--- config.mk ---
export PLATFORM = sky130hd
export DESIGN_NAME = hdr_splicer
export DESIGN_NICKNAME = d
export VERILOG_FILES = /design/src/rtl/hsp_pkg.sv /design/src/rtl/hsp_cfg.sv /design/src/rtl/hsp_cnt.sv /design/src/rtl/hsp_pay_buf.sv /design/src/rtl/hsp_patch.sv /design/src/rtl/hdr_splicer.sv
export SDC_FILE = /design/constraint.sdc
export NUM_CORES = 2
export LEC_CHECK = 0
export BUFFER_PORTS_ARGS = -buffer_cell sky130_fd_sc_hd__buf_4
export CAP_MARGIN = 0
export CORE_AREA = 5 5 481 483
export CTS_CLUSTER_DIAMETER = 200
export CTS_CLUSTER_SIZE = 40
export DETAILED_ROUTE_END_ITERATION = 12
export DIE_AREA = 0 0 486 488
export HOLD_SLACK_MARGIN = 0.05
export PLACE_DENSITY_LB_ADDON = 0.1
export REMOVE_ABC_BUFFERS = 1
export SYNTH_ARGS = -nofsm -noshare
export SYNTH_HDL_FRONTEND = slang
export SYNTH_SLANG_ARGS = --single-unit
--- constraint.sdc ---
create_clock -name clk -period 6.7 [get_ports clk]
set_clock_uncertainty 0.1 [all_clocks]
set_input_delay 0.67 -clock clk [delete_from_list [all_inputs] [get_ports clk]]
set_output_delay 0.67 -clock clk [all_outputs]
set_load 0.02 [all_outputs]
--- src/rtl/hsp_pkg.sv ---
package hsp_pkg;
    parameter int HDR_MAX = 24;
    parameter int PAY_MAX = 256;
    localparam int HL_W = $clog2(HDR_MAX + 1);
    localparam int PC_W = $clog2(PAY_MAX + 1);
    localparam int PA_W = $clog2(PAY_MAX);
    localparam int NFLD = 4;

    // host address map
    localparam logic [5:0] A_HLEN = 6'd32;
    localparam logic [5:0] A_LEN  = 6'd33;
    localparam logic [5:0] A_CKS  = 6'd34;
    localparam logic [5:0] A_SEQ  = 6'd35;
    localparam logic [5:0] A_TS   = 6'd36;
    localparam logic [5:0] A_SEQ0 = 6'd37;

    // field index doubles as overlap priority: higher index wins
    typedef enum logic [1:0] {
        F_TS  = 2'd0,
        F_SEQ = 2'd1,
        F_LEN = 2'd2,
        F_CKS = 2'd3
    } fld_e;

    typedef struct packed {
        logic       en;
        logic [1:0] wm1;
        logic [4:0] off;
    } fdesc_t;

    typedef enum logic [1:0] {
        S_RECV,
        S_HSUM,
        S_HDR,
        S_PAY
    } st_e;

    function automatic logic fld_hit(fdesc_t d, logic [HL_W-1:0] idx);
        logic [6:0] lo;
        logic [6:0] hi;
        logic [6:0] i;
        lo = {2'b00, d.off};
        hi = lo + {5'b0, d.wm1} + 7'd1;
        i  = 7'(idx);
        return d.en && (i >= lo) && (i < hi);
    endfunction

    // byte k of the field (k = idx - off) is value byte (wm1 - k), MSB first
    function automatic logic [7:0] fld_byte(fdesc_t d, logic [31:0] val,
                                            logic [HL_W-1:0] idx);
        logic [6:0] k;
        logic [1:0] sh;
        k  = 7'(idx) - {2'b00, d.off};
        sh = d.wm1 - k[1:0];
        return 8'(val >> {sh, 3'b000});
    endfunction

    function automatic logic [31:0] word_part(logic [7:0] b, logic odd);
        return odd ? {24'b0, b} : {16'b0, b, 8'b0};
    endfunction

    function automatic logic [15:0] ocsum_fold(logic [31:0] s);
        logic [16:0] a;
        logic [16:0] b;
        a = {1'b0, s[15:0]} + {1'b0, s[31:16]};
        b = {1'b0, a[15:0]} + {16'b0, a[16]};
        return b[15:0];
    endfunction
endpackage

--- src/rtl/hsp_cfg.sv ---
module hsp_cfg
    import hsp_pkg::*;
(
    input  logic                     clk,
    input  logic                     rst,
    input  logic                     cfg_we,
    input  logic [5:0]               cfg_addr,
    input  logic [15:0]              cfg_wdata,
    output logic [HDR_MAX-1:0][7:0]  tmpl,
    output logic [HL_W-1:0]          hdr_len,
    output fdesc_t [NFLD-1:0]        desc,
    output logic                     seq_load,
    output logic [15:0]              seq_start
);
    fdesc_t wd;
    assign wd        = fdesc_t'(cfg_wdata[7:0]);
    assign seq_load  = cfg_we && (cfg_addr == A_SEQ0);
    assign seq_start = cfg_wdata;

    always_ff @(posedge clk) begin
        if (rst) begin
            tmpl    <= '0;
            hdr_len <= '0;
            desc    <= '0;
        end else if (cfg_we) begin
            for (int i = 0; i < HDR_MAX; i++) begin
                if (cfg_addr == 6'(i)) tmpl[i] <= cfg_wdata[7:0];
            end
            case (cfg_addr)
                A_HLEN: hdr_len <= (cfg_wdata[7:0] > 8'(HDR_MAX)) ? HL_W'(HDR_MAX)
                                                                 : cfg_wdata[HL_W-1:0];
                A_LEN:  desc[F_LEN] <= wd;
                A_CKS:  desc[F_CKS] <= '{en: wd.en, wm1: 2'd1, off: wd.off};
                A_SEQ:  desc[F_SEQ] <= wd;
                A_TS:   desc[F_TS]  <= wd;
                default: ;
            endcase
        end
    end
endmodule

--- src/rtl/hsp_cnt.sv ---
module hsp_cnt (
    input  logic        clk,
    input  logic        rst,
    input  logic        seq_load,
    input  logic [15:0] seq_start,
    input  logic        pkt_done,
    output logic [15:0] seq_q,
    output logic [31:0] ts_now
);
    always_ff @(posedge clk) begin
        if (rst) begin
            ts_now <= '0;
            seq_q  <= '0;
        end else begin
            ts_now <= ts_now + 32'd1;
            if (seq_load)      seq_q <= seq_start;
            else if (pkt_done) seq_q <= seq_q + 16'd1;
        end
    end
endmodule

--- src/rtl/hsp_pay_buf.sv ---
module hsp_pay_buf #(
    parameter int DEPTH = 256,
    localparam int AW = $clog2(DEPTH)
) (
    input  logic          clk,
    input  logic          we,
    input  logic [AW-1:0] waddr,
    input  logic [7:0]    wdata,
    input  logic [AW-1:0] raddr,
    output logic [7:0]    rdata
);
    logic [7:0] mem [DEPTH];

    always_ff @(posedge clk) begin
        if (we) mem[waddr] <= wdata;
    end

    assign rdata = mem[raddr];
endmodule

--- src/rtl/hsp_patch.sv ---
module hsp_patch
    import hsp_pkg::*;
(
    input  logic [HDR_MAX-1:0][7:0]  tmpl,
    input  fdesc_t [NFLD-1:0]        desc,
    input  logic [NFLD-1:0][31:0]    vals,
    input  logic [HL_W-1:0]          idx,
    input  logic                     zero_cks,
    output logic [7:0]               pbyte
);
    logic [NFLD-1:0]      hit;
    logic [NFLD-1:0][7:0] fb;

    for (genvar f = 0; f < NFLD; f++) begin : g_fld
        assign hit[f] = fld_hit(desc[f], idx);
        if (f == int'(F_CKS)) begin : g_cks
            assign fb[f] = zero_cks ? 8'h00 : fld_byte(desc[f], vals[f], idx);
        end else begin : g_val
            assign fb[f] = fld_byte(desc[f], vals[f], idx);
        end
    end

    always_comb begin
        pbyte = (32'(idx) < HDR_MAX) ? tmpl[idx] : 8'h00;
        for (int f = 0; f < NFLD; f++) begin
            if (hit[f]) pbyte = fb[f];
        end
    end
endmodule

--- src/rtl/hdr_splicer.sv ---
module hdr_splicer
    import hsp_pkg::*;
(
    input  logic        clk,
    input  logic        rst,
    input  logic        cfg_we,
    input  logic [5:0]  cfg_addr,
    input  logic [15:0] cfg_wdata,
    input  logic        in_valid,
    output logic        in_ready,
    input  logic [7:0]  in_data,
    input  logic        in_sop,
    input  logic        in_eop,
    output logic        out_valid,
    input  logic        out_ready,
    output logic [7:0]  out_data,
    output logic        out_sop,
    output logic        out_eop
);
    logic [HDR_MAX-1:0][7:0] tmpl;
    logic [HL_W-1:0]         hdr_len;
    fdesc_t [NFLD-1:0]       desc;
    logic                    seq_load;
    logic [15:0]             seq_start;
    logic [15:0]             seq_q;
    logic [31:0]             ts_now;

    st_e                     st;
    logic [HL_W-1:0]         idx;
    logic [PC_W-1:0]         pcnt;
    logic [PC_W-1:0]         rdidx;
    logic [31:0]             sum;
    logic [31:0]             ts_cap;
    logic [15:0]             cks_q;
    logic                    acc;
    logic                    pkt_done;
    logic                    we;
    logic [PA_W-1:0]         waddr;
    logic [7:0]              rbyte;
    logic [7:0]              pbyte;
    logic [NFLD-1:0][31:0]   vals;

    hsp_cfg u_cfg (
        .clk(clk), .rst(rst), .cfg_we(cfg_we), .cfg_addr(cfg_addr),
        .cfg_wdata(cfg_wdata), .tmpl(tmpl), .hdr_len(hdr_len), .desc(desc),
        .seq_load(seq_load), .seq_start(seq_start)
    );

    hsp_cnt u_cnt (
        .clk(clk), .rst(rst), .seq_load(seq_load), .seq_start(seq_start),
        .pkt_done(pkt_done), .seq_q(seq_q), .ts_now(ts_now)
    );

    hsp_pay_buf #(.DEPTH(PAY_MAX)) u_buf (
        .clk(clk), .we(we), .waddr(waddr), .wdata(in_data),
        .raddr(rdidx[PA_W-1:0]), .rdata(rbyte)
    );

    hsp_patch u_patch (
        .tmpl(tmpl), .desc(desc), .vals(vals), .idx(idx),
        .zero_cks(st == S_HSUM), .pbyte(pbyte)
    );

    always_comb begin
        vals        = '0;
        vals[F_TS]  = ts_cap;
        vals[F_SEQ] = {16'b0, seq_q};
        vals[F_LEN] = 32'(hdr_len) + 32'(pcnt);
        vals[F_CKS] = {16'b0, cks_q};
    end

    assign in_ready  = (st == S_RECV);
    assign acc       = in_valid && in_ready;
    assign waddr     = in_sop ? '0 : pcnt[PA_W-1:0];
    assign we        = acc && (in_sop || (pcnt < PC_W'(PAY_MAX)));

    assign out_valid = (st == S_HDR) || (st == S_PAY);
    assign out_data  = (st == S_HDR) ? pbyte : rbyte;
    assign out_sop   = ((st == S_HDR) && (idx == '0)) ||
                       ((st == S_PAY) && (hdr_len == '0) && (rdidx == '0));
    assign out_eop   = (st == S_PAY) && (rdidx == pcnt - PC_W'(1));
    assign pkt_done  = out_valid && out_ready && out_eop;

    always_ff @(posedge clk) begin
        if (rst) begin
            st     <= S_RECV;
            idx    <= '0;
            pcnt   <= '0;
            rdidx  <= '0;
            sum    <= '0;
            ts_cap <= '0;
            cks_q  <= '0;
        end else begin
            case (st)
                S_RECV: if (acc) begin
                    if (in_sop) begin
                        ts_cap <= ts_now;
                        pcnt   <= PC_W'(1);
                        sum    <= word_part(in_data, hdr_len[0]);
                    end else if (pcnt < PC_W'(PAY_MAX)) begin
                        pcnt <= pcnt + PC_W'(1);
                        sum  <= sum + word_part(in_data, hdr_len[0] ^ pcnt[0]);
                    end
                    if (in_eop) begin
                        st  <= S_HSUM;
                        idx <= '0;
                    end
                end
                S_HSUM: begin
                    if (idx < hdr_len) begin
                        sum <= sum + word_part(pbyte, idx[0]);
                        idx <= idx + HL_W'(1);
                    end else begin
                        cks_q <= ~ocsum_fold(sum);
                        idx   <= '0;
                        rdidx <= '0;
                        st    <= (hdr_len == '0) ? S_PAY : S_HDR;
                    end
                end
                S_HDR: if (out_ready) begin
                    if (idx == hdr_len - HL_W'(1)) st <= S_PAY;
                    else idx <= idx + HL_W'(1);
                end
                S_PAY: if (out_ready) begin
                    if (rdidx == pcnt - PC_W'(1)) st <= S_RECV;
                    rdidx <= rdidx + PC_W'(1);
                end
                default: st <= S_RECV;
            endcase
        end
    end
endmodule

==> flow_metrics.py <==
metrics = {
    "run_status": {
        "run_status": "finished, final reports clean",
    },
    "yosys": {
        "ys_dominant_reg_cell": "sky130_fd_sc_hd__edfxtp_1",
        "synth_top_area_cell": "sky130_fd_sc_hd__edfxtp_1",
        "post_synth_instance_area_um2": 101200,
        "async_flop_share_pct": 0,
        "post_synth_main_area_contributors": "sky130_fd_sc_hd__edfxtp_1, sky130_fd_sc_hd__mux4_2, sky130_fd_sc_hd__dfxtp_1",
        "postSynthRegisterBits": 2437,
        "synth-seq-area-share_pct": 68.44,
        "synth_top_area_share_pct": 60.75,
        "post_synth_num_cell_types": 92,
        "synth_edf_count": 2048,
        "synth-warning-count": 0,
        "synthCells": 6266,
        "synth_area_per_cell_um2": 16.16,
    },
    "drt": {
        "via_count": 56110,
        "detail_route.wl_per_cell_um": 29.36,
        "final_antenna_net_count": 0,
        "detail_route.drc_violations": 0,
        "drtPass1Iterations": 7,
        "first_iter_violations": 5876,
        "vias_per_cell": 6.088,
        "drt_wirelength_mm": 270.6,
    },
    "pwr": {
        "p_int_mw": 19.46,
        "finalPower_mw": 25.86,
        "cellLeakagePower_nw": 33.02,
        "vdd.ir_drop.worst_mv": 0.1660,
        "p_comb_share_pct": 10.3,
        "switchingPower_mw": 6.403,
        "power_frac_clock_pct": 25.2,
        "power.density_cell_area_nw_per_um2": 240.1,
        "sequentialPowerShare_pct": 64.5,
        "power_switching_share_pct": 24.76,
    },
    "timing": {
        "total_negative_setup_slacks_ns": 0,
        "drv_slew": 0,
        "finalWorstPathRequiredPeriod_ns": 6.243,
        "tightest_slew_ns": 1.208,
        "final.hold.worst_slack_ns": 0.1374,
        "final-hold-violation-count": 0,
        "slew_headroom_pct": 19.23,
        "max_freq_mhz": 160.2,
        "setup_repair_after_global_routing_missed_its_margin": "no",
        "setup_violating_endpoint_count_in_the_final_report": 0,
        "final_min_period_over_clock_period_pct": 93.17,
    },
    "finish": {
        "syn_to_final_growth_pct": 6.410,
        "final.fill_count": 19220,
        "share_of_post_route_cells_with_drive_strength_above_1_pct": 15.11,
        "register_cell_area_after_layout_um2": 69300,
        "fin_area_um2": 107700,
        "final_cell_count_no_fill": 9216,
        "multi_input_area_um2": 30120,
        "num-nets-final": 6352,
    },
    "clock_network": {
        "cts-root-to-sink-buffers": 3,
        "clock_tree.htree_level_count": 3,
        "cts_post_setup_buffers_inserted": 0,
        "cts.reportedPaths.clkPinSlew_ns": 0.15,
        "clock_insertion_delay_worst_skew_ns": 0.77,
        "cts-buffers-inserted": 71,
        "tritoncts_num_sinks": 2437,
        "clock-root-buffer": "sky130_fd_sc_hd__clkbuf_16",
        "tritoncts": "built",
    },
    "place": {
        "gp_routability_congestion": 0.8484,
        "hpwlAfterDp_mm": 172.4,
        "detailed_place.area_um2": 105600,
        "number_of_cells_after_detailed_placement": 9108,
        "port_buffers": 48,
    },
    "flow_run": {
        "count_of_maximum_capacitance_violations": 0,
    },
    "global_route": {
        "grt_antenna_before_repair": 5,
        "grt_pass1_vias": 55900,
        "grt_usage_pct": 22.46,
        "wire_length_of_the_first_global_routing_pass_mm": 394.6,
        "gr-total-overflow": 0,
        "grt_max_degree": 164,
    },
    "floorplan": {
        "ioPinCount": 49,
        "initial_utilization_pct": 44.71,
        "core_um2": 226400,
        "die_area_um2": 237200,
        "rows": 175,
        "dieWidth_um": 486,
        "die_height_um": 488,
    },
    "setup_path": {
        "path_common_cell": "sky130_fd_sc_hd__ha_1",
        "max_stage_delay_ns": 0.52,
        "worst_ep_arrival_time_ns": 6.85,
        "worst_path_max_delay_cell": "sky130_fd_sc_hd__or3b_2",
        "path_delay_family": "compound AO/OA/AOI/OAI gates",
        "worst_setup_path_start_kind": "flip-flop",
        "path_max_fanout": 9,
        "critPathRequiredTime_ns": 7.31,
        "r2r_slack_ns": 0.46,
        "critical_path_class": "flip-flop to flip-flop",
        "worst-path-buf-inv": 3,
        "crit_path_end_kind": "flip-flop",
    },
    "hold_path": {
        "min-delay-path-class": "input port to flip-flop",
    },
}
final cells by class:
class	count	area share, %
Sequential cell	2437	64.33
Antenna cell	5	0.01161
Tap cell	3009	3.495
Inverter	105	0.3659
Multi-Input combinational cell	3334	27.96
Clock buffer	92	1.782
Clock inverter	4	0.08014
Timing Repair Buffer	230	1.972
state kept, by name (all words and copies together) (netlist names), named ones only:
signal	flops
u_cfg.hdr_len	5
idx	5
u_cnt.ts_now	32
u_cnt.seq_q	16
pcnt	9
cks_q	16
ts_cap	32
u_cfg.desc	31
st	2
u_buf.mem	2048
sum	32
rdidx	9
u_cfg.tmpl	192
logic make-up after synthesis:
logic type,count (synthesis),synth area share [%]
buffers and inverters,495,1.948
xor gates and xnor gates,132,1.149
AOI/OAI and AO/OA,973,6.543
adders and majority gates,136,1.733
muxes,729,14.25
DFF,2437,68.44
and+or+nand+nor,1364,5.939
worst paths after layout:
path | endpoint | cells past startpoint | start
max reg2reg | sum[25] | 29 | u_cfg.desc[16]
max | sum[25] | 29 | u_cfg.desc[16]
min reg2reg | cks_q[10] | 2 | cks_q[10]
min | u_cnt.seq_q[9] | 3 | cfg_wdata[9]
power by group through the flow:
stage	sequential, mW	clock (mW)	combinational (mW)
floorplan	17.0	0	1.63
global placement	17.0	0	2.64
detailed placement	17.0	0	2.65
CTS	16.7	6.67	2.67
global route	16.7	7.16	2.88
finish	16.7	6.51	2.66
Yosys cell counts, types with 7 or more instances:
cell	n
sky130_fd_sc_hd__clkbuf_1	282
sky130_fd_sc_hd__mux4_2	569
sky130_fd_sc_hd__o211ai_1	23
sky130_fd_sc_hd__edfxtp_1	2048
sky130_fd_sc_hd__dfxtp_1	389
sky130_fd_sc_hd__o41ai_1	7
sky130_fd_sc_hd__a22o_1	97
sky130_fd_sc_hd__o31ai_1	12
sky130_fd_sc_hd__ha_1	129
sky130_fd_sc_hd__buf_2	76
sky130_fd_sc_hd__fa_1	7
sky130_fd_sc_hd__nand2_1	324
sky130_fd_sc_hd__nor4_1	12
sky130_fd_sc_hd__a31oi_1	26
sky130_fd_sc_hd__a21oi_1	282
sky130_fd_sc_hd__nand3_1	173
sky130_fd_sc_hd__o21a_1	16
sky130_fd_sc_hd__o22ai_1	73
sky130_fd_sc_hd__nor2b_1	27
sky130_fd_sc_hd__a22oi_1	72
sky130_fd_sc_hd__nor3_1	69
sky130_fd_sc_hd__inv_1	102
sky130_fd_sc_hd__a211oi_1	35
sky130_fd_sc_hd__and3_1	24
sky130_fd_sc_hd__xnor2_1	73
sky130_fd_sc_hd__nand2b_1	24
sky130_fd_sc_hd__buf_1	28
sky130_fd_sc_hd__o21bai_1	10
sky130_fd_sc_hd__a21o_1	27
sky130_fd_sc_hd__o21ai_0	104
sky130_fd_sc_hd__nand4_1	29
sky130_fd_sc_hd__a311oi_1	11
sky130_fd_sc_hd__xor2_1	58
sky130_fd_sc_hd__a221oi_1	104
sky130_fd_sc_hd__or3_1	16
sky130_fd_sc_hd__and2_1	13
sky130_fd_sc_hd__nor2_1	606
sky130_fd_sc_hd__o311ai_0	8
sky130_fd_sc_hd__mux2i_1	154
sky130_fd_sc_hd__or2_2	7
layer usage:
layer  track usage (%)  wire length (um)  up-vias
li1                  -                 -    24460
met5                 0                 0        -
met4             3.573              4349        0
met2             36.74            130700     1529
met1             33.59            122600    29920
met3             2.167             12990      197
worst register-to-register path, delay by kind of cell, from the launching register on:
kind / cells / cell delay (ns)
simple gates: 5 / 0.88
fa+ha+maj: 4 / 1.19
xor+xnor: 2 / 0.47
compound gates: 15 / 2.73
flops: 1 / 0.42
buf+inv: 3 / 0.39
stage by stage:
stage	setup slack, ns	util (%)
after floorplan	-17.26	-
after global placement	0.3446	46.65
after detailed placement	0.2615	46.65
after CTS	0.2454	47.56
after global routing	0.01188	47.58
final	0.4574	47.58
cell usage in the layout (no fill, tap or decap), types with 58 or more instances in the layout:
cell type,n
sky130_fd_sc_hd__a21oi_1,281
sky130_fd_sc_hd__a221oi_1,103
sky130_fd_sc_hd__a22o_1,97
sky130_fd_sc_hd__a22oi_1,72
sky130_fd_sc_hd__buf_4,189
sky130_fd_sc_hd__clkbuf_16,74
sky130_fd_sc_hd__dfxtp_1,384
sky130_fd_sc_hd__edfxtp_1,2048
sky130_fd_sc_hd__ha_1,129
sky130_fd_sc_hd__inv_1,102
sky130_fd_sc_hd__mux2i_1,154
sky130_fd_sc_hd__mux4_2,569
sky130_fd_sc_hd__nand2_1,324
sky130_fd_sc_hd__nand3_1,170
sky130_fd_sc_hd__nor2_1,602
sky130_fd_sc_hd__nor3_1,66
sky130_fd_sc_hd__o21ai_0,103
sky130_fd_sc_hd__o22ai_1,73
sky130_fd_sc_hd__xnor2_1,72
sky130_fd_sc_hd__xor2_1,58
repair_timing:
action | CTS | global route
endpoints found under the setup margin | 0 | 15
hold buffers | 7 | 0
resized for setup | 0 | 6
endpoints found under the hold margin | 7 | 0
Note: power is estimated with default switching activity, not from simulation.
